### src/rtl/spi_hdr_pkg.sv
package spi_hdr_pkg;
  localparam int HDR_ADDR_W = 6;
  localparam int STRB_IDX_W = 4;
  localparam logic [HDR_ADDR_W-1:0] STRB_BASE = 6'h30;
  localparam logic [HDR_ADDR_W-1:0] NULL_ADDR = 6'h3F;

  typedef struct packed {
    logic                  txLoadStatus;
    logic                  txLoadNext;
    logic                  txShift;
    logic                  nextCapture;
    logic                  nextIsRead;
    logic [HDR_ADDR_W-1:0] rdAddr;
    logic                  wrEn;
    logic [HDR_ADDR_W-1:0] wrAddr;
    logic [7:0]            wrData;
    logic                  strbEn;
    logic                  strbDefer;
    logic [STRB_IDX_W-1:0] strbIdx;
    logic                  csIdle;
  } ctrlBus_t;
endpackage

### src/rtl/spi_hdr_ctrl.sv
module spi_hdr_ctrl
  import spi_hdr_pkg::*;
#(
  parameter int SYNC_STAGES = 2,
  parameter int NUM_CFG     = 48,
  parameter int NUM_STAT    = 14,
  parameter int DEFER_A     = 2,
  parameter int DEFER_B     = 9
) (
  input  logic     clk,
  input  logic     rstN,
  input  logic     sclkIn,
  input  logic     csNIn,
  input  logic     mosiIn,
  output ctrlBus_t ctrl
);
  localparam logic [HDR_ADDR_W-1:0] CFG_LAST  = HDR_ADDR_W'(NUM_CFG - 1);
  localparam logic [HDR_ADDR_W-1:0] STRB_LAST = HDR_ADDR_W'(int'(STRB_BASE) + NUM_STAT - 1);

  logic [SYNC_STAGES-1:0] sclkPipe, csPipe, mosiPipe;
  logic sclkS, csS, mosiS, sclkPrev, csPrev;

  always_ff @(posedge clk or negedge rstN) begin
    if (!rstN) begin
      sclkPipe <= '0;
      csPipe   <= '1;
      mosiPipe <= '0;
      sclkPrev <= 1'b0;
      csPrev   <= 1'b1;
    end else begin
      sclkPipe <= {sclkPipe[SYNC_STAGES-2:0], sclkIn};
      csPipe   <= {csPipe[SYNC_STAGES-2:0], csNIn};
      mosiPipe <= {mosiPipe[SYNC_STAGES-2:0], mosiIn};
      sclkPrev <= sclkS;
      csPrev   <= csS;
    end
  end

  assign sclkS = sclkPipe[SYNC_STAGES-1];
  assign csS   = csPipe[SYNC_STAGES-1];
  assign mosiS = mosiPipe[SYNC_STAGES-1];

  logic sclkRise, sclkFall, csFall, byteDone;
  logic [2:0] bitCnt;
  logic [6:0] shiftIn;
  logic inData, isRead, isBurst;
  logic [HDR_ADDR_W-1:0] addrCnt, addrInc, hAddr;
  logic [7:0] rxByte;
  logic hRead, hBurst, hIsCfg, hIsHigh, hStrobe;
  logic [STRB_IDX_W-1:0] hIdx;

  assign sclkRise = sclkS & ~sclkPrev & ~csS;
  assign sclkFall = ~sclkS & sclkPrev & ~csS;
  assign csFall   = ~csS & csPrev;
  assign byteDone = sclkRise && (bitCnt == 3'd7);
  assign rxByte   = {shiftIn, mosiS};
  assign hRead    = rxByte[7];
  assign hBurst   = rxByte[6];
  assign hAddr    = rxByte[HDR_ADDR_W-1:0];
  assign hIsCfg   = hAddr <= CFG_LAST;
  assign hIsHigh  = (hAddr >= STRB_BASE) && (hAddr <= STRB_LAST);
  assign hStrobe  = hIsHigh && !hRead && !hBurst;
  assign hIdx     = STRB_IDX_W'(hAddr - STRB_BASE);
  assign addrInc  = (addrCnt == CFG_LAST) ? '0 : addrCnt + 1'b1;

  always_comb begin
    ctrl              = '0;
    ctrl.csIdle       = csS;
    ctrl.txLoadStatus = csFall;
    ctrl.txShift      = sclkFall && (bitCnt != 3'd0);
    ctrl.txLoadNext   = sclkFall && (bitCnt == 3'd0);
    ctrl.wrAddr       = addrCnt;
    ctrl.wrData       = rxByte;
    ctrl.rdAddr       = hAddr;
    ctrl.strbIdx      = hIdx;
    if (byteDone) begin
      ctrl.nextCapture = 1'b1;
      if (!inData) begin
        if (hStrobe) begin
          ctrl.strbEn    = 1'b1;
          ctrl.strbDefer = (hIdx == STRB_IDX_W'(DEFER_A)) || (hIdx == STRB_IDX_W'(DEFER_B));
        end else begin
          ctrl.nextIsRead = hRead;
          if (hIsHigh && !hBurst) ctrl.rdAddr = NULL_ADDR;
        end
      end else begin
        ctrl.wrEn       = !isRead && (addrCnt <= CFG_LAST);
        ctrl.nextIsRead = isRead && isBurst;
        ctrl.rdAddr     = addrInc;
      end
    end
  end

  always_ff @(posedge clk or negedge rstN) begin
    if (!rstN) begin
      bitCnt  <= '0;
      shiftIn <= '0;
      inData  <= 1'b0;
      isRead  <= 1'b0;
      isBurst <= 1'b0;
      addrCnt <= '0;
    end else if (csS) begin
      bitCnt <= '0;
      inData <= 1'b0;
    end else if (sclkRise) begin
      shiftIn <= {shiftIn[5:0], mosiS};
      bitCnt  <= bitCnt + 3'd1;
      if (byteDone) begin
        if (!inData) begin
          if (!hStrobe) begin
            inData  <= 1'b1;
            isRead  <= hRead;
            isBurst <= hBurst && hIsCfg;
            addrCnt <= hAddr;
          end
        end else if (isBurst) begin
          addrCnt <= addrInc;
        end else begin
          inData <= 1'b0;
        end
      end
    end
  end
endmodule

### src/rtl/spi_hdr_dpath.sv
module spi_hdr_dpath
  import spi_hdr_pkg::*;
#(
  parameter int NUM_CFG  = 48,
  parameter int NUM_STAT = 14
) (
  input  logic                  clk,
  input  logic                  rstN,
  input  ctrlBus_t              ctrl,
  input  logic [7:0]            statusIn,
  input  logic [NUM_STAT*8-1:0] statRegsIn,
  output logic                  misoOut,
  output logic [NUM_STAT-1:0]   strobeOut,
  output logic [NUM_CFG*8-1:0]  cfgRegsOut
);
  localparam logic [HDR_ADDR_W-1:0] CFG_LAST  = HDR_ADDR_W'(NUM_CFG - 1);
  localparam logic [HDR_ADDR_W-1:0] STRB_LAST = HDR_ADDR_W'(int'(STRB_BASE) + NUM_STAT - 1);
  localparam logic [NUM_STAT-1:0]   ONE_BIT   = NUM_STAT'(1);

  logic [7:0] cfgMem  [NUM_CFG];
  logic [7:0] statArr [NUM_STAT];

  for (genvar g = 0; g < NUM_CFG; g++) begin : g_cfgOut
    assign cfgRegsOut[g*8 +: 8] = cfgMem[g];
  end
  for (genvar g = 0; g < NUM_STAT; g++) begin : g_statIn
    assign statArr[g] = statRegsIn[g*8 +: 8];
  end

  always_ff @(posedge clk or negedge rstN) begin
    if (!rstN) begin
      for (int i = 0; i < NUM_CFG; i++) cfgMem[i] <= '0;
    end else if (ctrl.wrEn) begin
      cfgMem[ctrl.wrAddr] <= ctrl.wrData;
    end
  end

  logic [7:0] rdData, nextByte, txReg;
  logic [STRB_IDX_W-1:0] statIdx;
  assign statIdx = STRB_IDX_W'(ctrl.rdAddr - STRB_BASE);

  always_comb begin
    rdData = 8'h00;
    if (ctrl.rdAddr <= CFG_LAST) rdData = cfgMem[ctrl.rdAddr];
    else if (ctrl.rdAddr >= STRB_BASE && ctrl.rdAddr <= STRB_LAST) rdData = statArr[statIdx];
  end

  always_ff @(posedge clk or negedge rstN) begin
    if (!rstN) begin
      nextByte <= '0;
      txReg    <= '0;
    end else begin
      if (ctrl.nextCapture) nextByte <= ctrl.nextIsRead ? rdData : statusIn;
      if (ctrl.txLoadStatus)    txReg <= statusIn;
      else if (ctrl.txLoadNext) txReg <= nextByte;
      else if (ctrl.txShift)    txReg <= {txReg[6:0], 1'b0};
    end
  end
  assign misoOut = txReg[7];

  logic [NUM_STAT-1:0] pend, lowBit;
  assign lowBit = pend & (~pend + ONE_BIT);

  always_ff @(posedge clk or negedge rstN) begin
    if (!rstN) begin
      strobeOut <= '0;
      pend      <= '0;
    end else begin
      strobeOut <= '0;
      if (ctrl.strbEn && !ctrl.strbDefer) begin
        strobeOut <= ONE_BIT << ctrl.strbIdx;
      end else if (ctrl.csIdle && pend != '0) begin
        strobeOut <= lowBit;
        pend      <= pend & ~lowBit;
      end
      if (ctrl.strbEn && ctrl.strbDefer) pend <= pend | (ONE_BIT << ctrl.strbIdx);
    end
  end
endmodule

### src/rtl/spi_hdr_regif.sv
module spi_hdr_regif
  import spi_hdr_pkg::*;
#(
  parameter int SYNC_STAGES = 2,
  parameter int NUM_CFG     = 48,
  parameter int NUM_STAT    = 14,
  parameter int DEFER_A     = 2,
  parameter int DEFER_B     = 9
) (
  input  logic                  clk,
  input  logic                  rstN,
  input  logic                  sclkIn,
  input  logic                  csNIn,
  input  logic                  mosiIn,
  output logic                  misoOut,
  input  logic [7:0]            statusIn,
  input  logic [NUM_STAT*8-1:0] statRegsIn,
  output logic [NUM_STAT-1:0]   strobeOut,
  output logic [NUM_CFG*8-1:0]  cfgRegsOut
);
  ctrlBus_t ctrl;
  logic     csSync;
  assign csSync = ctrl.csIdle;

  spi_hdr_ctrl #(
    .SYNC_STAGES(SYNC_STAGES), .NUM_CFG(NUM_CFG), .NUM_STAT(NUM_STAT),
    .DEFER_A(DEFER_A), .DEFER_B(DEFER_B)
  ) ctrl_i (
    .clk(clk), .rstN(rstN), .sclkIn(sclkIn), .csNIn(csNIn), .mosiIn(mosiIn), .ctrl(ctrl)
  );

  spi_hdr_dpath #(.NUM_CFG(NUM_CFG), .NUM_STAT(NUM_STAT)) dpath_i (
    .clk(clk), .rstN(rstN), .ctrl(ctrl), .statusIn(statusIn), .statRegsIn(statRegsIn),
    .misoOut(misoOut), .strobeOut(strobeOut), .cfgRegsOut(cfgRegsOut)
  );
endmodule

### config.mk
export PLATFORM = sky130hd
export DESIGN_NAME = spi_hdr_regif
export DESIGN_NICKNAME = d
export VERILOG_FILES = /design/src/rtl/spi_hdr_pkg.sv /design/src/rtl/spi_hdr_ctrl.sv /design/src/rtl/spi_hdr_dpath.sv /design/src/rtl/spi_hdr_regif.sv
export SDC_FILE = /design/constraint.sdc
export NUM_CORES = 1
export LEC_CHECK = 0
export CORE_MARGIN = 3
export CORE_UTILIZATION = 51
export DETAILED_ROUTE_END_ITERATION = 16
export HOLD_SLACK_MARGIN = 0.08
export PLACE_DENSITY = 0.92
export REMOVE_ABC_BUFFERS = 1
export SLEW_MARGIN = 30
export SYNTH_ARGS = -nofsm -noshare
export SYNTH_HDL_FRONTEND = slang
export SYNTH_SLANG_ARGS = --single-unit
export TNS_END_PERCENT = 5
### constraint.sdc
create_clock -name clk -period 4.06 [get_ports clk]
set_input_delay 0.812 -clock clk [delete_from_list [all_inputs] [get_ports clk]]
set_output_delay 0.812 -clock clk [all_outputs]
set_load 0.02 [all_outputs]
### Word-level counts from Yosys, hierarchy flattened

Index checks and enable logic that the tools add are counted.

| word-level totals | value |
|---|---|
| register bits | 455 |
| bits in latches | 0 |
| RAM bits | 0 |
| ROM bits | 0 |
| bits of input ports | 125 |
| output and inout bits | 399 |
| memories kept | 0 |

| operators by class | value |
|---|---|
| $add $sub $neg | 5 |
| multiply operators | 0 |
| divide/modulo/power cells | 0 |
| $lt $le $gt $ge | 11 |
| eq/ne operators | 7 |
| shift operators | 1 |
| mux-type cells | 40 |
| bitwise logic cells | 18 |
| reduce and logical (&&, ||, !) cells | 32 |

Operators by type and width:

| cell | count |
|---|---|
| 384-bit bitwise mux | 1 |
| 8-bit two-way mux | 11 |
| 14-bit two-way mux | 5 |
| 8-bit binary-select mux with 6-bit select | 1 |
| 8-bit demux with 6-bit select | 1 |
| 8-bit binary-select mux with 4-bit select | 1 |
| 6-bit less-or-equal comparator, second input constant | 5 |
| 6-bit two-way mux | 5 |
| 14-bit bitwise AND | 2 |
| 14-bit NOT | 2 |
| 1-bit logical AND | 15 |
| 14-bit by 1-bit adder with 14-bit output, second input constant | 1 |
| 7-bit greater-or-equal comparator, second input constant | 2 |
| 7-bit two-way mux | 2 |
| 6-bit NOT with 7-bit output | 2 |
| 14-bit bitwise OR | 1 |
| 14-bit nonzero test | 1 |
| 1-bit by 4-bit left shift with 14-bit output, first input constant | 1 |
| 6-bit greater-or-equal comparator, second input constant | 2 |
| 5-bit AND reduction | 2 |
| 9-bit two-way mux | 1 |
| 4-bit by 1-bit subtractor with 4-bit output, second input constant | 2 |
| 7-bit by 1-bit less-than comparator with 1-bit output, second input constant | 1 |
| 1-bit two-way mux | 7 |
| 20 further kinds | 40 |

### Longest topological paths before layout

Gate-level depths: netlist of the first run.

| logic depth | value |
|---|---|
| word-level depth | 15 |
| mapped depth | 15 |
| depth with buffers taken out | 10 |

### Cells and area by module

From an unflattened synthesis of the first run, not the netlist that was laid out.

| second synthesis, totals | value |
|---|---|
| cells, all modules | 1,586 |
| area, all modules | 22,497.8 um2 |

By module, submodules not included:

| module | times used | cells an instance | area each (um2) |
|---|---|---|---|
| spi_hdr_dpath | 1 | 1,431 | 20,961.4 |
| spi_hdr_ctrl | 1 | 155 | 1,536.5 |

### Worst setup path before layout of the first run

No wires, ideal clock.

| path | value |
|---|---|
| path kind | register to register |
| from | reg ctrl_i.bitCnt[0] |
| to | reg dpath_i.nextByte[2] |
| setup time | 0.132 ns |
| arrival | 2.865 ns |
| required time | 3.928 ns |
| path slack | 1.063 ns |
| cell stages (with the launch flop) | 14 |
| buffers on the path | 3 |
| clock period less this slack | 2.997 ns |
| cell sequence | dfrtp_1 > ha_1 > ha_1 > and4bb_1 > buf_4 > nand2_1 > buf_2 > o211a_4 > buf_4 > mux2_2 > a222oi_1 > o21ai_1 > a221oi_1 > o21ai_1 |

| on the way | value |
|---|---|
| longest elaborated chain between the ends | 11 |

RTL lines:

| what | RTL line | source |
|---|---|---|
| start: declaration | spi_hdr_ctrl.sv:44 | `logic [2:0] bitCnt;` |
| start signal: assignment | spi_hdr_ctrl.sv:107 | `bitCnt <= bitCnt + 3'd1;` |
| 3-bit == test (*) | spi_hdr_ctrl.sv:55 | `assign byteDone = sclkRise && (bitCnt == 3'd7);` |
| 1-bit logical AND (*) | spi_hdr_ctrl.sv:55 |  |
| 9-bit two-way mux (*) | spi_hdr_ctrl.sv:76 | `if (byteDone) begin` |
| 4-bit by 1-bit subtractor with 4-bit output | spi_hdr_dpath.sv:40 | `assign statIdx = STRB_IDX_W'(ctrl.rdAddr - STRB_BASE);` |
| 4-bit NOT with 5-bit output (implied by the code) | spi_hdr_dpath.sv:45 | `else if (ctrl.rdAddr >= STRB_BASE && ctrl.rdAddr <= STRB_LAST) rdData = statArr[statIdx];` |
| 8-bit binary-select mux with 4-bit select | spi_hdr_dpath.sv:45 |  |
| 8-bit two-way mux (implied by the code) (2 in series) | spi_hdr_dpath.sv:45 |  |
| 8-bit two-way mux | spi_hdr_dpath.sv:45 |  |
| 8-bit two-way mux | spi_hdr_dpath.sv:44 | `if (ctrl.rdAddr <= CFG_LAST) rdData = cfgMem[ctrl.rdAddr];` |
| 8-bit two-way mux | spi_hdr_dpath.sv:53 | `if (ctrl.nextCapture) nextByte <= ctrl.nextIsRead ? rdData : statusIn;` |
| end signal: assignment | spi_hdr_dpath.sv:53 |  |
| end: declaration | spi_hdr_dpath.sv:38 | `logic [7:0] rdData, nextByte, txReg;` |

Every way passes the cells marked *; elsewhere a longest branch is shown, timed or not. The select of a mux whose other input is x is not followed.
A chain may end at the register's enable or synchronous reset.

### Worst setup path after layout of the first run

| path | value |
|---|---|
| from | reg ctrl_i.bitCnt[0] |
| to | reg dpath_i.nextByte[0] |

Same word-level chain as after synthesis.

==> impl_metrics.env, run 1 <==
export IMPL_critical_path_class="register to register"
export IMPL_syn_to_final_growth_pct=34.05
export IMPL_gp_routability_congestion=1.004
export IMPL_grt_antenna_before_repair=4
export IMPL_rsz_0062_raised_after_global_routing="false"
export IMPL_viasPerCell=6.503
export IMPL_critical_path_startpoint="ctrl_i.bitCnt[0]"
export IMPL_clock_pin_slew_on_the_worst_setup_and_hold_paths_ns=0.06
export IMPL_seq_area_sq_um=11400
export IMPL_cts_inserted_buffers=49
export IMPL_dr_max_layer_used="met4"
export IMPL_clock_fmax_ghz=0.2489
export IMPL_skew_final_ns=0.01863
export IMPL_timing_critical_path_from_type="register"
export IMPL_placementRows=76
export IMPL_grt_start_max_net_pins=111
export IMPL_crit_family="simple AND/OR/NAND/NOR gates"
export IMPL_post_route_min_period_ns=4.018
export IMPL_layout_cells_most_common_list="sky130_fd_sc_hd__clkdlybuf4s50_1 (522), sky130_fd_sc_hd__dfrtp_1 (447), sky130_fd_sc_hd__nand2_1 (377)"
export IMPL_netlist_cell_type_count=85
export IMPL_crit_cells=11
export IMPL_worstPathArrival_ns=4.49
export IMPL_reg2reg_setup_slack_ns=0.04
export IMPL_floorplan_die_area_sq_um=47450
export IMPL_synthArstFlopShare_pct=100.0
export IMPL_postSynthCellCount=2150
export IMPL_floorplan_core_area_sq_um=43740
export IMPL_crit_path_cell_trace="ha_1, ha_1, and4bb_1, buf_4, o32ai_2, or2_2, nor2_2, a32oi_1, a31oi_1, a22o_1, o211ai_1"
export IMPL_start_util_pct=52.32
export IMPL_setup_violations=0
export IMPL_fp_dieH_um=217.8
export IMPL_max_stage_delay_ns=0.82
export IMPL_min_delay_path_class="input pin to async pin"
export IMPL_timing_max_slew_rel_slack_pct=32.07
export IMPL_outcome="completed"
export IMPL_i_o_pin_count=524
export IMPL_drt_drc_violations_left=0
export IMPL_worst_r2r_cell_count=11
export IMPL_commonest_non_fill_non_tap_cell_in_the_layout="sky130_fd_sc_hd__clkdlybuf4s50_1"
export IMPL_resize_count_post_cts=0
export IMPL_die_width_um=217.8
export IMPL_final_max_slew_viol_count=0
export IMPL_final_core_util_pct=70.13
export IMPL_wl_per_cell_um=29.16
export IMPL_initialDrtViolationCount=2408
export IMPL_clk_latency_ns=0.60
export IMPL_drt_first_pass_iters=6
export IMPL_met3_wirelength_um=11780
export IMPL_synth_top_flop_cell="sky130_fd_sc_hd__dfrtp_1"
export IMPL_clock_tree_htree_level_count=2
export IMPL_post_dp_cell_area_sq_um=28970
export IMPL_first_global_vias=21309
export IMPL_multiInputGateArea_sq_um=10790
export IMPL_clock_root_buffer="sky130_fd_sc_hd__clkbuf_16"
export IMPL_seq_area_frac_synth_pct=49.77
export IMPL_yosys_register_bits=455
export IMPL_path_common_cell="sky130_fd_sc_hd__ha_1"
export IMPL_drt_total_wl_um=95340
export IMPL_syn_area_per_cell_sq_um=10.64
export IMPL_max_cap_violations=0
export IMPL_nNetsFinal=2773
export IMPL_cts_tree="yes"
export IMPL_hold_viol=0
export IMPL_worst_pin_slew_ns=1.018
export IMPL_critical_path_buf_inv_count=1
export IMPL_num_vias=21257
export IMPL_ir_worst_vdd_uv=306.3
export IMPL_crit_path_end_kind="register"
export IMPL_grt_resource_usage_total_pct=39.18
export IMPL_layout_cell_area_non_filler_sq_um=30680
export IMPL_slowest_stage="sky130_fd_sc_hd__nor2_2"
export IMPL_met2_wirelength_from_detailed_routing_um=44720
export IMPL_syn_cell_area_sq_um=22880
export IMPL_leakage_nw=13.71
export IMPL_worst_endpoint_required_ns=4.53
export IMPL_placement_io_buffers=523
export IMPL_crit_path_max_fanout=16
export IMPL_post_route_cells_drive_above_1_share_pct=19.40
export IMPL_r2r_end="dpath_i.nextByte[0]"
export IMPL_final_fill_count=3134
export IMPL_detailed_place_hpwl_um=66980
export IMPL_critical_path_reg2reg_startpoint="ctrl_i.bitCnt[0]"
export IMPL_clockBufferDepth=3
export IMPL_yosysWarningCount=0
export IMPL_wire_length_of_the_first_global_routing_pass_um=139400
export IMPL_cts_sink_count=455
export IMPL_cts_hold_buffers_added=0
export IMPL_synth_enable_flop_cells=0
export IMPL_layout_worst_path_cycle_share_pct=98.96
export IMPL_detail_route_wirelength_met1_um=33580
export IMPL_grt_overflow=0
export IMPL_power_per_cell_area_nw_per_um2=401.2
export IMPL_ant_nets=0
export IMPL_post_cts_buffers=0
-- final cells by class --
class | count | share of cell area, %
diodes | 3 | 0.02447
clock buffers | 71 | 4.625
clock inverters | 17 | 0.7750
inverters | 17 | 0.2080
multi-input cells | 1512 | 35.17
flip-flops and latches | 455 | 37.15
well taps | 585 | 2.386
repair buffers | 609 | 19.66
-- worst max-delay path by stage --
| stage | slack (ns) | endpoint |
|---|---|---|
| finish | 0.04 | dpath_i.nextByte[0] |
| global route | 0.01 | dpath_i.nextByte[0] |
| CTS | 0.07 | dpath_i.nextByte[3] |
| detailed placement | 0.10 | dpath_i.nextByte[3] |
| global placement | 0.22 | dpath_i.nextByte[3] |
| floorplan | -2.30 | dpath_i.nextByte[0] |
-- kinds of logic after synthesis --
family          Yosys count  synth area share [%]
simple gates            681                 13.59
flops                   455                 49.77
mux                     435                 20.80
compound gates          389                 11.92
buf+inv                 183                 3.592
fa+ha+maj                 4                0.2187
xor+xnor                  3                0.1148
-- cell usage after synthesis (10+ instances only) --
master	n	share of area, %
sky130_fd_sc_hd__inv_1	17	0.28
sky130_fd_sc_hd__nor2b_1	14	0.38
sky130_fd_sc_hd__mux2i_1	114	5.0
sky130_fd_sc_hd__dfrtp_1	452	49
sky130_fd_sc_hd__nand4_1	18	0.49
sky130_fd_sc_hd__nor2_1	77	1.3
sky130_fd_sc_hd__o211ai_1	10	0.33
sky130_fd_sc_hd__a211oi_1	35	1.1
sky130_fd_sc_hd__o2111a_1	15	0.74
sky130_fd_sc_hd__clkbuf_1	92	1.5
sky130_fd_sc_hd__o22ai_1	17	0.46
sky130_fd_sc_hd__buf_2	54	1.2
sky130_fd_sc_hd__nor3_1	17	0.37
sky130_fd_sc_hd__and3_1	25	0.68
sky130_fd_sc_hd__nand2_1	378	6.2
sky130_fd_sc_hd__mux2_2	310	15
sky130_fd_sc_hd__a2111oi_0	23	0.88
sky130_fd_sc_hd__a31oi_1	32	0.87
sky130_fd_sc_hd__a311oi_1	19	0.73
sky130_fd_sc_hd__mux2_1	10	0.49
sky130_fd_sc_hd__o21ai_0	121	2.6
sky130_fd_sc_hd__a21oi_1	36	0.79
sky130_fd_sc_hd__nand3_1	103	2.3
-- power by group --
| group | total (mW) | leakage, nW | internal (mW) | switching, mW |
|---|---|---|---|---|
| clock | 4.65 | 0.813 | 2.75 | 1.90 |
| sequential | 4.66 | 6.27 | 4.59 | 0.0704 |
| combinational | 3.01 | 6.63 | 0.805 | 2.20 |
-- metal layers --
layer / vias up / track usage (%)
met2: 1605 / 63.05
li1: 8788 / -
met3: 342 / 12.21
met1: 10522 / 48.11
met5: - / 0
met4: 0 / 19.18
-- registers in the layout (all words and copies together), names as in the netlist --
register and cells:
dpath_i.txReg 8, ctrl_i.csPipe 2, dpath_i.strobeOut 14, dpath_i.pend 14, ctrl_i.bitCnt 3, dpath_i.cfgRegsOut 384
ctrl_i.addrCnt 6, ctrl_i.sclkPipe 2, ctrl_i.isRead 1, ctrl_i.shiftIn 7, ctrl_i.isBurst 1, dpath_i.nextByte 8
ctrl_i.sclkPrev 1, ctrl_i.csPrev 1, ctrl_i.mosiPipe 2, ctrl_i.inData 1
-- metrics by stage --
step,setup WS (ns),setup TNS [ns],hold WS [ns],power (mW),instances
3_5_place_dp,0.1003,0,0.3458,7.586,3177
3_3_place_gp,0.2240,0,0.3335,7.534,3177
4_1_cts,0.07226,0,0.3480,12.18,3265
5_1_grt,0.01052,0,0.1850,12.58,3268
6_report,0.04221,0,0.1669,12.31,3269
2_1_floorplan,-2.299,-15.29,0.3312,6.040,1984
No activity file was read; power rests on OpenSTA's default activity.
==> run 2: changes to the inputs <==
--- a/config.mk
+++ b/config.mk
@@ -9,7 +9,7 @@
 export CORE_UTILIZATION = 51
 export DETAILED_ROUTE_END_ITERATION = 16
 export HOLD_SLACK_MARGIN = 0.08
-export PLACE_DENSITY = 0.92
+export PLACE_DENSITY = 0.81
 export REMOVE_ABC_BUFFERS = 1
 export SLEW_MARGIN = 30
 export SYNTH_ARGS = -nofsm -noshare
==> run 2 against run 1 <==
Fmax barely moved; sequential power rose by 0.9%; worst hold slack got worse by 0.083 ns; sequential cell count did not move; setup slack got worse by 0.00083 ns; routed wire length rose by 1.1%; clock power rose by 4.3%; clock skew rose by 0.0055 ns; cell count barely moved; critical endpoint is now dpath_i.nextByte[7]; largest power group is now clock.
==> impl_metrics.env, run 2 (same netlist as run 1, synthesis figures left out) <==
export IMPL_grt_resource_usage_total_pct=39.70
export IMPL_worst_endpoint_required_ns=4.59
export IMPL_initialDrtViolationCount=2651
export IMPL_num_vias=21277
export IMPL_crit_path_max_fanout=32
export IMPL_commonest_non_fill_non_tap_cell_in_the_layout="sky130_fd_sc_hd__clkdlybuf4s50_1"
export IMPL_final_max_slew_viol_count=0
export IMPL_rsz_0062_raised_after_global_routing="false"
export IMPL_cts_inserted_buffers=49
export IMPL_crit_path_end_kind="register"
export IMPL_i_o_pin_count=524
export IMPL_grtUsageMet2_pct=62.81
export IMPL_post_route_cells_drive_above_1_share_pct=19.49
export IMPL_cts_tree="yes"
export IMPL_drt_first_pass_iters=9
export IMPL_ir_worst_vdd_uv=355.2
export IMPL_post_cts_buffers=0
export IMPL_p_int_mw=8.319
export IMPL_detailed_place_hpwl_um=68590
export IMPL_clock_fmax_ghz=0.2488
export IMPL_cts_sink_count=455
export IMPL_gp_routability_congestion=0.9873
export IMPL_power_switching_fraction_pct=33.54
export IMPL_worstPathArrival_ns=4.55
export IMPL_syn_to_final_growth_pct=34.34
export IMPL_worst_pin_slew_ns=0.8760
export IMPL_leakage_nw=13.75
export IMPL_timing_max_slew_rel_slack_pct=41.54
export IMPL_largest_register_ffs=384
export IMPL_clock_tree_htree_level_count=2
export IMPL_grt_overflow=0
export IMPL_power_switching_mw=4.198
export IMPL_share_clk_of_total_power_pct=38.8
export IMPL_hold_viol=0
export IMPL_grt_start_max_net_pins=118
export IMPL_wire_length_of_the_first_global_routing_pass_um=141600
export IMPL_start_util_pct=52.32
export IMPL_clk_latency_ns=0.61
export IMPL_drt_drc_violations_left=0
export IMPL_layout_cell_area_non_filler_sq_um=30740
export IMPL_viasPerCell=6.507
export IMPL_post_route_min_period_ns=4.019
export IMPL_timing_critical_path_from_type="register"
export IMPL_final_fill_count=3177
export IMPL_max_cap_violations=0
export IMPL_fp_dieH_um=217.8
export IMPL_clock_pin_slew_on_the_worst_setup_and_hold_paths_ns=0.06
export IMPL_global_route_usage_met1_pct=50.91
export IMPL_post_dp_cell_area_sq_um=28970
export IMPL_skew_final_ns=0.02409
export IMPL_clockBufferDepth=3
export IMPL_drt_total_wl_um=96430
export IMPL_placement_io_buffers=523
export IMPL_layout_cells_most_common_list="sky130_fd_sc_hd__clkdlybuf4s50_1 (522), sky130_fd_sc_hd__dfrtp_1 (447), sky130_fd_sc_hd__nand2_1 (377)"
export IMPL_floorplan_die_area_sq_um=47450
export IMPL_setup_violations=0
export IMPL_layout_worst_path_cycle_share_pct=98.98
export IMPL_placementRows=76
export IMPL_multiInputGateArea_sq_um=10780
export IMPL_die_width_um=217.8
export IMPL_wl_per_cell_um=29.49
export IMPL_power_per_cell_area_nw_per_um2=407.2
export IMPL_min_delay_path_class="input pin to async pin"
export IMPL_first_global_vias=21383
export IMPL_p_total_mw=12.52
export IMPL_p_seq_share_pct=37.5
export IMPL_seq_area_sq_um=11400
export IMPL_clock_root_buffer="sky130_fd_sc_hd__clkbuf_16"
export IMPL_met3_usage_pct=10.42
export IMPL_ant_nets=0
export IMPL_grt_busiest_layer="met2"
export IMPL_nNetsFinal=2773
export IMPL_floorplan_core_area_sq_um=43740
export IMPL_share_comb_of_total_power_pct=23.7
export IMPL_outcome="completed"
export IMPL_grt_antenna_before_repair=6
export IMPL_critical_path_class="register to register"
[run 2: changes by cell type in the layout (fill, tap and decap cells not counted), sizes merged]
cell / delta
inv: -2
diode: -2
clkinvlp: -2
clkbuf: -4
clkinv: +8
bufinv: +3
[run 2: metal layers]
metal  share of wire, %  routed length [um]
met5              0.052                  50
met4                6.1                5860
met3                 11               10510
met2                 46               43980
met1                 37               36030
[run 2: final timing paths]
check | from | end | slack (ns) | cells after the start
max | ctrl_i.bitCnt[0] | dpath_i.nextByte[7] | 0.04 | 13
min | rstN | dpath_i.cfgRegsOut[192] | 0.08 | 1
max reg2reg | ctrl_i.bitCnt[0] | dpath_i.nextByte[7] | 0.04 | 13
min reg2reg | ctrl_i.csPipe[0] | ctrl_i.csPipe[1] | 0.36 | 0
max in group asynchronous | rstN | dpath_i.cfgRegsOut[331] | 2.71 | 3
min in group clk | ctrl_i.csPipe[0] | ctrl_i.csPipe[1] | 0.36 | 0
[run 2: timing repair]
action | 4_1_cts | 5_1_grt
hold buffers | 0 | 0
endpoints found under the setup margin | 0 | 1
resized for setup | 0 | 1
endpoints found under the hold margin | 0 | 0
[run 2: final cells by class]
class	instances	share of cell area (%)
diodes	1	0.008140
clock buffers	67	4.505
clock inverters	24	1.140
inverters	17	0.2076
multi-input cells	1512	35.07
flip-flops and latches	455	37.07
well taps	585	2.381
repair buffers	609	19.62
[run 2: critical path, cell delays in order, from the launching register on]
cell	delay (ns)
sky130_fd_sc_hd__dfrtp_1	0.40
sky130_fd_sc_hd__ha_1	0.21
sky130_fd_sc_hd__ha_1	0.24
sky130_fd_sc_hd__and4bb_1	0.22
sky130_fd_sc_hd__nand2_1	0.14
sky130_fd_sc_hd__buf_4	0.30
sky130_fd_sc_hd__o211a_4	0.44
sky130_fd_sc_hd__buf_4	0.46
sky130_fd_sc_hd__nand2_1	0.11
sky130_fd_sc_hd__a32oi_1	0.24
sky130_fd_sc_hd__o22ai_1	0.17
sky130_fd_sc_hd__nor4_1	0.57
sky130_fd_sc_hd__buf_4	0.24
sky130_fd_sc_hd__a41o_1	0.16
[run 2: power by group through the flow]
stage	Sequential, mW	Clock [mW]	Combinational, mW
floorplan	4.89	0	1.15
global placement	4.77	0	2.78
detailed placement	4.77	0	2.82
CTS	4.69	4.85	2.83
global route	4.70	5.05	3.04
finish	4.70	4.85	2.97
[run 2: stage by stage]
step                      utilization [%]  worst slack, ns  instances  setup TNS (ns)  hold slack [ns]
after detailed placement            66.23           0.2969       3177               0           0.3417
final                               70.28          0.04138       3270               0          0.08341
after floorplan                         -           -2.299       1984          -15.29           0.3312
after global routing                70.27          0.04919       3269               0          0.09960
after global placement              66.18           0.3395       3177               0           0.3377
after CTS                           70.20           0.2477       3268               0           0.3476
